### src/rtl/rsc_pkg.sv
package rsc_pkg;

  typedef enum logic [1:0] {
    ST_RESET = 2'd0,
    ST_RUN   = 2'd1,
    ST_CLEAR = 2'd2,
    ST_PAUSE = 2'd3
  } run_state_e;

  localparam int unsigned ADDR_CFG   = 0;
  localparam int unsigned ADDR_STATE = 1;
  localparam int unsigned ADDR_SWRST = 2;

  localparam int unsigned CFG_W     = 12;
  localparam logic [11:0] CFG_MASK  = 12'hFDF;

endpackage

### src/rtl/rsc_rst_sync.sv
module rsc_rst_sync (
  input  logic clk,
  input  logic rst_n_in,
  output logic rst_n_out
);
  logic [1:0] sync_q;

  always_ff @(posedge clk or negedge rst_n_in) begin
    if (!rst_n_in) sync_q <= 2'b00;
    else           sync_q <= {sync_q[0], 1'b1};
  end

  assign rst_n_out = sync_q[1];
endmodule

### src/rtl/rsc_settle_timer.sv
module rsc_settle_timer #(
  parameter int unsigned CNT_W = 4
) (
  input  logic             clk,
  input  logic             rst_n,
  input  logic             start,
  input  logic [CNT_W-1:0] len,
  output logic             busy,
  output logic             done
);
  logic             busy_q, busy_d;
  logic [CNT_W-1:0] cnt_q, cnt_d;
  logic             cnt_en;

  assign done = busy_q && (cnt_q == '0);

  always_comb begin
    busy_d = busy_q;
    cnt_d  = cnt_q;
    cnt_en = 1'b0;
    if (start) begin
      busy_d = 1'b1;
      cnt_d  = len - CNT_W'(1);
      cnt_en = 1'b1;
    end else if (done) begin
      busy_d = 1'b0;
      cnt_en = 1'b1;
    end else if (busy_q) begin
      cnt_d  = cnt_q - CNT_W'(1);
      cnt_en = 1'b1;
    end
  end

  always_ff @(posedge clk or negedge rst_n) begin
    if (!rst_n) begin
      busy_q <= 1'b0;
      cnt_q  <= '0;
    end else if (cnt_en) begin
      busy_q <= busy_d;
      cnt_q  <= cnt_d;
    end
  end

  assign busy = busy_q;
endmodule

### src/rtl/rsc_state_seq.sv
module rsc_state_seq
  import rsc_pkg::*;
#(
  parameter int unsigned SETTLE_CYCLES     = 2,
  parameter int unsigned RST_SETTLE_CYCLES = 8
) (
  input  logic       clk,
  input  logic       rst_n,
  input  logic       state_wr,
  input  logic [1:0] wcode,
  input  logic       swrst_wr,
  output logic       state_valid,
  output logic [1:0] state_code,
  output logic       flush,
  output logic       run,
  output logic       pause
);
  localparam int unsigned MAX_SETTLE =
    (SETTLE_CYCLES > RST_SETTLE_CYCLES) ? SETTLE_CYCLES : RST_SETTLE_CYCLES;
  localparam int unsigned CNT_W = $clog2(MAX_SETTLE) + 1;

  run_state_e       state_q, state_d, target_q, target_d;
  logic             swb_q, swb_d;
  logic             flush_q, flush_d;
  logic             accept, tmr_start, tmr_busy, tmr_done;
  logic [CNT_W-1:0] tmr_len;

  assign accept    = state_wr && !tmr_busy;
  assign tmr_start = swrst_wr || accept;
  assign tmr_len   = swrst_wr ? CNT_W'(RST_SETTLE_CYCLES) : CNT_W'(SETTLE_CYCLES);

  rsc_settle_timer #(.CNT_W(CNT_W)) u_timer (
    .clk   (clk),
    .rst_n (rst_n),
    .start (tmr_start),
    .len   (tmr_len),
    .busy  (tmr_busy),
    .done  (tmr_done)
  );

  always_comb begin
    state_d  = state_q;
    target_d = target_q;
    swb_d    = swb_q;
    flush_d  = 1'b0;
    if (swrst_wr) begin
      state_d  = ST_RESET;
      target_d = ST_RESET;
      swb_d    = 1'b1;
    end else if (accept) begin
      target_d = run_state_e'(wcode);
    end else if (tmr_done) begin
      swb_d = 1'b0;
      if (!swb_q) begin
        if (target_q != ST_CLEAR) state_d = target_q;
        flush_d = (target_q == ST_RESET) || (target_q == ST_CLEAR);
      end
    end
  end

  always_ff @(posedge clk or negedge rst_n) begin
    if (!rst_n) begin
      state_q  <= ST_RESET;
      target_q <= ST_RESET;
      swb_q    <= 1'b0;
      flush_q  <= 1'b0;
    end else begin
      state_q  <= state_d;
      target_q <= target_d;
      swb_q    <= swb_d;
      flush_q  <= flush_d;
    end
  end

  assign state_valid = !tmr_busy;
  assign state_code  = state_q;
  assign flush       = flush_q || swb_q;
  assign run         = (state_q == ST_RUN);
  assign pause       = (state_q == ST_PAUSE);
endmodule

### src/rtl/rsc_cfg_reg.sv
module rsc_cfg_reg
  import rsc_pkg::*;
(
  input  logic             clk,
  input  logic             rst_n,
  input  logic             wr,
  input  logic             in_reset,
  input  logic             swrst_wr,
  input  logic [CFG_W-1:0] wdata,
  output logic [CFG_W-1:0] cfg
);
  logic [CFG_W-1:0] cfg_q, cfg_d;
  logic             cfg_en;

  always_comb begin
    cfg_en = 1'b0;
    cfg_d  = cfg_q;
    if (swrst_wr) begin
      cfg_en = 1'b1;
      cfg_d  = '0;
    end else if (wr && in_reset) begin
      cfg_en = 1'b1;
      cfg_d  = wdata & CFG_MASK;
    end
  end

  always_ff @(posedge clk or negedge rst_n) begin
    if (!rst_n)      cfg_q <= '0;
    else if (cfg_en) cfg_q <= cfg_d;
  end

  assign cfg = cfg_q;
endmodule

### src/rtl/core_runstate_ctrl.sv
module core_runstate_ctrl
  import rsc_pkg::*;
#(
  parameter int unsigned DATA_W            = 32,
  parameter int unsigned ADDR_W            = 2,
  parameter int unsigned SETTLE_CYCLES     = 2,
  parameter int unsigned RST_SETTLE_CYCLES = 8
) (
  input  logic              clk,
  input  logic              rst_n,
  input  logic              reg_wr,
  input  logic [ADDR_W-1:0] reg_addr,
  input  logic [DATA_W-1:0] reg_wdata,
  output logic [DATA_W-1:0] reg_rdata,
  output logic              state_valid,
  output logic              core_run,
  output logic              core_pause,
  output logic              core_flush,
  output logic [3:0]        cfg_core_sel,
  output logic              cfg_no_in,
  output logic              cfg_no_out,
  output logic [4:0]        cfg_word_len
);
  logic             rst_core_n;
  logic             hit_cfg, hit_state, hit_swrst;
  logic             swrst_wr;
  logic [1:0]       state_code;
  logic [CFG_W-1:0] cfg_word;
  logic             unused_wdata;

  rsc_rst_sync u_rst_sync (
    .clk       (clk),
    .rst_n_in  (rst_n),
    .rst_n_out (rst_core_n)
  );

  assign hit_cfg   = (reg_addr == ADDR_W'(ADDR_CFG));
  assign hit_state = (reg_addr == ADDR_W'(ADDR_STATE));
  assign hit_swrst = (reg_addr == ADDR_W'(ADDR_SWRST));
  assign swrst_wr  = reg_wr && hit_swrst && reg_wdata[0];
  assign unused_wdata = ^reg_wdata[DATA_W-1:CFG_W];

  rsc_state_seq #(
    .SETTLE_CYCLES     (SETTLE_CYCLES),
    .RST_SETTLE_CYCLES (RST_SETTLE_CYCLES)
  ) u_seq (
    .clk         (clk),
    .rst_n       (rst_core_n),
    .state_wr    (reg_wr && hit_state),
    .wcode       (reg_wdata[1:0]),
    .swrst_wr    (swrst_wr),
    .state_valid (state_valid),
    .state_code  (state_code),
    .flush       (core_flush),
    .run         (core_run),
    .pause       (core_pause)
  );

  rsc_cfg_reg u_cfg (
    .clk      (clk),
    .rst_n    (rst_core_n),
    .wr       (reg_wr && hit_cfg),
    .in_reset (state_code == ST_RESET),
    .swrst_wr (swrst_wr),
    .wdata    (reg_wdata[CFG_W-1:0]),
    .cfg      (cfg_word)
  );

  always_comb begin
    reg_rdata = '0;
    if (hit_cfg)        reg_rdata[CFG_W-1:0] = cfg_word;
    else if (hit_state) reg_rdata[2:0]       = {state_valid, state_code};
  end

  assign cfg_word_len = cfg_word[4:0];
  assign cfg_no_out   = cfg_word[6];
  assign cfg_no_in    = cfg_word[7];
  assign cfg_core_sel = cfg_word[11:8];
endmodule

### config.mk
export PLATFORM = sky130hd
export DESIGN_NAME = core_runstate_ctrl
export DESIGN_NICKNAME = d
export VERILOG_FILES = /design/src/rtl/rsc_pkg.sv /design/src/rtl/rsc_rst_sync.sv /design/src/rtl/rsc_settle_timer.sv /design/src/rtl/rsc_state_seq.sv /design/src/rtl/rsc_cfg_reg.sv /design/src/rtl/core_runstate_ctrl.sv
export SDC_FILE = /design/constraint.sdc
export NUM_CORES = 1
export LEC_CHECK = 0
export ABC_AREA = 1
export CORE_MARGIN = 8
export CORE_UTILIZATION = 37
export CTS_CLUSTER_DIAMETER = 40
export DETAILED_ROUTE_END_ITERATION = 6
export GPL_ROUTABILITY_DRIVEN = 0
export PLACE_DENSITY = 0.8
export REMOVE_ABC_BUFFERS = 1
export SLEW_MARGIN = 25
export SYNTH_ARGS = -nofsm -noshare
export SYNTH_HDL_FRONTEND = slang
export SYNTH_SLANG_ARGS = --single-unit
### constraint.sdc
create_clock -name clk -period 1.05 [get_ports clk]
set_clock_uncertainty 0.2 [all_clocks]
set_input_delay 0.1575 -clock clk [delete_from_list [all_inputs] [get_ports clk]]
set_output_delay 0.1575 -clock clk [all_outputs]
set_load 0.005 [all_outputs]
* Yosys cells after proc, flatten, opt, wreduce, memory -nomap -nowiden
Cells that the tools add are included.
Storage, ports and cells: register bits 25, output and inout bits 47
Cells by class: add/subtract/negate cells 2, eq/ne operators 9, muxes and demuxes 29, reduce and logical (&&, ||, !) cells 26
Operator list (count):
- 12-bit 2-to-1 mux | 2
- 4-bit 2-to-1 mux | 4
- 2-bit 2-to-1 mux | 7
- 1-bit 2-to-1 mux | 13
- 2-bit nonzero test | 6
- 9-bit 2-to-1 mux | 1
- 4-bit by 1-bit subtractor with 4-bit output (second input constant) | 2
- 1-bit logical AND | 7
- 2-bit == test (second input constant) | 3
- 2-bit zero test | 3
- 3-bit 2-to-1 mux | 2
- 2-bit by 1-bit inequality test with 1-bit output (second input constant) | 3
- 2-bit AND reduction | 3
- 2-bit by 1-bit == test with 1-bit output (second input constant) | 2
- 4-bit zero test | 1
- 4-bit AND reduction | 1
- 1-bit logical OR | 3
- 3-bit AND reduction | 1
- 2-bit inequality test (second input constant) | 1
- 1-bit zero test | 1

* Logic depth before layout (Yosys ltp)
depth in word-level cells 6, mapped depth 9

* Hierarchy
A second synthesis with hierarchy kept.
Unflattened totals: cell total of the unflattened synthesis 223, area, all modules 1541.5 µm²
By module, submodules not included:
- rsc_cfg_reg | instances 1, cells each 75, area an instance 558.0 µm²
- rsc_state_seq | instances 1, cells each 40, area an instance 312.8 µm²
- core_runstate_ctrl | instances 1, cells each 60, area an instance 311.5 µm²
- rsc_settle_timer | instances 1, cells each 45, area an instance 305.3 µm²
- rsc_rst_sync | instances 1, cells each 3, area an instance 53.8 µm²

* Worst setup path after synthesis
No wires, ideal clock.
path type register to register, from register u_seq.u_timer.busy_q, in the netlist u_seq.u_timer.busy, to register u_seq.u_timer.cnt_q[1], library setup time 0.076 ns, arrival 1.214 ns, required time 0.774 ns, setup slack -0.441 ns, stages on the path, launching flop included 8, buffers on the path 0, path through dfrtp_1 -> inv_1 -> nand4_1 -> nand2_4 -> inv_4 -> nand2_2 -> ha_1 -> o21ai_1
On the way: word-level cells in the longest chain between the ends 5, elaborated cells between the ends (all ways) 11, those cells by class 1 x eq/ne; 4 x mux; 6 x reduce/logical
Ends and longest elaborated chain:
- start: declaration | RTL line rsc_settle_timer.sv:11 | logic busy_q, busy_d;
- start signal: assignment | RTL line rsc_settle_timer.sv:39 | busy_q <= busy_d;
- 1-bit zero test (*)
- named net state_valid | RTL line core_runstate_ctrl.sv:15 | output logic state_valid,
- 1-bit logical AND (*) | RTL line rsc_state_seq.sv:28 | assign accept = state_wr && !tmr_busy;
- 1-bit logical OR (*) | RTL line rsc_state_seq.sv:29 | assign tmr_start = swrst_wr || accept;
- 2-bit by 1-bit inequality test with 1-bit output (no source line) (tied with other cells)
- 3-bit AND reduction (no source line)
- end signal: assignment | RTL line rsc_settle_timer.sv:40 | cnt_q <= cnt_d;
- end: declaration | RTL line rsc_settle_timer.sv:12 | logic [CNT_W-1:0] cnt_q, cnt_d;
The timed path passes the listed nets; every way through them passes the cells marked *. A chain may end at the register's enable or synchronous reset.

* Worst setup path in the final report
from input reg_wr, to register u_seq.state_q[1], in the netlist u_seq.state_code[1]
On the way: word-level cells in the longest chain between the ends 4, elaborated cells between the ends (all ways) 10, those cells by class 2 x eq/ne; 1 x mux; 7 x reduce/logical
Ends and longest elaborated chain:
- start: declaration | RTL line core_runstate_ctrl.sv:11 | input logic reg_wr,
- 1-bit logical AND (on tied branches) | RTL line core_runstate_ctrl.sv:40, core_runstate_ctrl.sv:49
- 1-bit logical AND (on tied branches) | RTL line core_runstate_ctrl.sv:40, rsc_state_seq.sv:28
- 2-bit by 1-bit inequality test with 1-bit output (no source line) / 2-bit nonzero test (equally long branches)
- 4-bit AND reduction (no source line)
- end signal: assignment | RTL line rsc_state_seq.sv:68 | state_q <= state_d;
- end: declaration | RTL line rsc_state_seq.sv:22 | run_state_e state_q, state_d, target_q, target_d;
Several ways; a longest one is shown, not always the timed one.

==> results.cfg <==
[run_status]
status = finished with violations
failed_checks = setup timing

[floorplan]
die_area_mm2 = 0.005812
fp.coreArea_mm2 = 0.003578
initial_core_util = 0.3752
row_count = 22
ioPinCount = 84
die_width_um = 76.24
die_h_um = 76.24

[layout]
fillers = 261
regArea_um2 = 600.6
stdcell_count = 315
final_area_mm2 = 0.002516
drive_gt1_frac = 0.5506
multiInputGateArea_um2 = 755.7
diodes = 0
final_net_count = 306
syn_to_final_growth_pct = 87.42

[cts]
htreeDepth = 1
max-clock-path-buffers = 2
path_clk_slew_ns = 0.14
cts_tree = built
cts_made_buffers = 3
cts_root_buf = clkbuf_4
clock_latency_ns = 0.33
cts_sinks = 24

[yosys]
async_flop_share = 1.000
syn_inst = 168
avgSynthCellArea_um2 = 7.991
synth_cell_types = 25
synthTopCellsByCount = nand2_1, dfrtp_1, inv_1
ys_ff_latch = 24
ys_top_cells_by_area = dfrtp_1, buf_4, nand2_1, inv_1, nand3_1
synth_enable_flop_cells = 0
synth_flop_cell = dfrtp_1
yosysMostFrequentCell = nand2_1
seq_area_frac_synth = 0.4473
yosysWarnings = 0
syn-cell-area_mm2 = 0.001343
synth_top_area_frac = 0.4473
synth_top_area_cell = dfrtp_1

[timing]
setup_viol = 48
finalCriticalPeriod_ns = 1.595
fmax_mhz = 627.0
rsz0062_at_grt = yes
layout_setup_ws_ns = -0.5448
finalHoldViolations = 0
hold_ws_ns = 0.03737
drv_slew = 0
period_share = 1.519

[worst_setup_path]
arrival_ns = 1.62
crit_path_top_delay_cell = clkdlybuf4s50_1
r2r_start = u_seq.u_timer.busy
path_cells = clkdlybuf4s50_1, nand4_4, buf_4, nand2_1, inv_1, nand2_1, nand2_2, nand2_1, nand2_1
worstPathMaxFanout = 7
required_ns = 1.08
end_kind = flop
crit_family = buffers and inverters
setup.worst_path.start = reg_wr
max_stage_delay_ns = 0.59
startpoint_type = primary input
worst-path-buf-inv = 3
worstSetupPathType = primary input to flop
crit_path_frequent_cell = nand2_1

[placement]
dp_hpwl_um = 2725
dp_cells = 280
placed_area_mm2 = 0.001944
port_buffers = 41
pre_cts_ws_ns = -1.027

[pwr]
vdd_drop_max_mv = 1.147
power_density_mw_per_mm2 = 2198
p_total_uw = 5529
p_leak_uw = 0.001264

[detailed_routing]
ant_nets = 0
wire_per_inst_um = 15.68
vias = 1450
drtPass1Iterations = 4
drc = 0
vias_per_cell = 4.603
first_iter_violations = 44
wl_um = 4940

[global_route]
grt_use_total = 0.1569
grt.overflow.total = 0
grt_pass1_wl_um = 7590
antenna_found_initial = 0
grt_pass1_vias = 1577
grt_max_degree = 23

[run]
max-cap-violations = 0

[worst_hold_path]
hp-class = flop to async pin
through the flow:
step | setup TNS (ns) | util
6_report | -17.99 | 0.7031
5_1_grt | -20.24 | 0.7031
4_1_cts | -16.96 | 0.6692
3_5_place_dp | -29.61 | 0.5434
3_3_place_gp | -28.72 | 0.5434
2_1_floorplan | -6.932 | -
sequential cells by signal, summed over array words and instances (netlist names):
name                 flops
u_cfg.cfg               11
u_seq.flush_q            1
u_seq.u_timer.cnt_q      4
u_seq.state_code         2
u_seq.target_q           2
u_seq.u_timer.busy       1
u_seq.swb_q              1
u_rst_sync.sync_q        2
cells in the final DEF, fill, tap and decap left out, drive strengths merged:
| cell | Yosys | final |
|---|---|---|
| a21oi | 1 | 1 |
| a31oi | 1 | 1 |
| buf | 24 | 86 |
| bufinv | 0 | 1 |
| clkbuf | 1 | 3 |
| clkdlybuf4s50 | 0 | 13 |
| conb | 2 | 22 |
| dfrtp | 24 | 24 |
| dlygate4sd3 | 0 | 1 |
| ha | 1 | 1 |
| inv | 26 | 26 |
| nand2 | 30 | 30 |
| nand3 | 17 | 17 |
| nand3b | 1 | 1 |
| nand4 | 4 | 4 |
| nor2 | 16 | 16 |
| nor4 | 1 | 1 |
| o21ai | 16 | 16 |
| o22ai | 2 | 2 |
| or2 | 1 | 1 |
path summary, 6_finish.rpt:
check	end	slack [ns]	cells after the start
worst max-delay path	u_seq.state_code[1]	-0.54	9
worst min-delay path	u_cfg.cfg[2]	0.04	1
worst max register to register	u_seq.state_code[0]	-0.54	7
worst min register to register	u_cfg.cfg[2]	0.04	1
max in group asynchronous	u_rst_sync.sync_q[1]	0.23	2
min in group clk	u_cfg.cfg[0]	0.09	5
worst reg2reg max path, cell delays in order, from the launching register on:
cell,delay (ns)
dfrtp_1,0.42
buf_6,0.13
buf_6,0.09
nand4_1,0.20
o21ai_2,0.23
buf_4,0.15
nand3_2,0.06
nand2_1,0.06
report_power, final:
part	internal, uW	switching, uW	total [uW]
clock network	386	299	685
registers	1270	265	1530
logic	1860	1450	3310
total	3510	2020	5530
cell families (layout without fill, tap and decap cells):
logic type | Yosys count | count (layout) | synth area share
AO/OA/AOI/OAI | 20 | 20 | 0.08015
flip-flops | 24 | 24 | 0.4473
buffers and inverters | 51 | 130 | 0.2078
other | 2 | 22 | 0.005594
adder cells (fa/ha/maj) | 1 | 1 | 0.009318
AND/OR/NAND/NOR | 70 | 70 | 0.2498
layout make-up:
class / count / share of cell area
Tap cell: 48 / 0.02387
Inverter: 26 / 0.04276
Clock buffer: 3 / 0.008951
Clock inverter: 1 / 0.01193
Sequential cell: 24 / 0.2387
Multi-Input combinational cell: 113 / 0.3003
Timing Repair Buffer: 100 / 0.3734
per-layer routing:
layer	global-route usage	wire length (um)	up-vias
li1	-	-	687
met1	0.1655	1829	696
met2	0.2888	2674	50
met3	0.03656	257	17
met4	0.06731	179	0
met5	0	0	-
repair_timing:
item | 4_1_cts | 5_1_grt
setup buffers | 25 | 11
gates cloned | 3 | 0
endpoints found under the hold margin | 2 | 0
pin swaps | 22 | 14
resized for setup | 194 | 39
setup endpoints to repair | 48 | 48
hold buffers | 1 | 0
No activity file was read; power rests on OpenSTA's default activity.
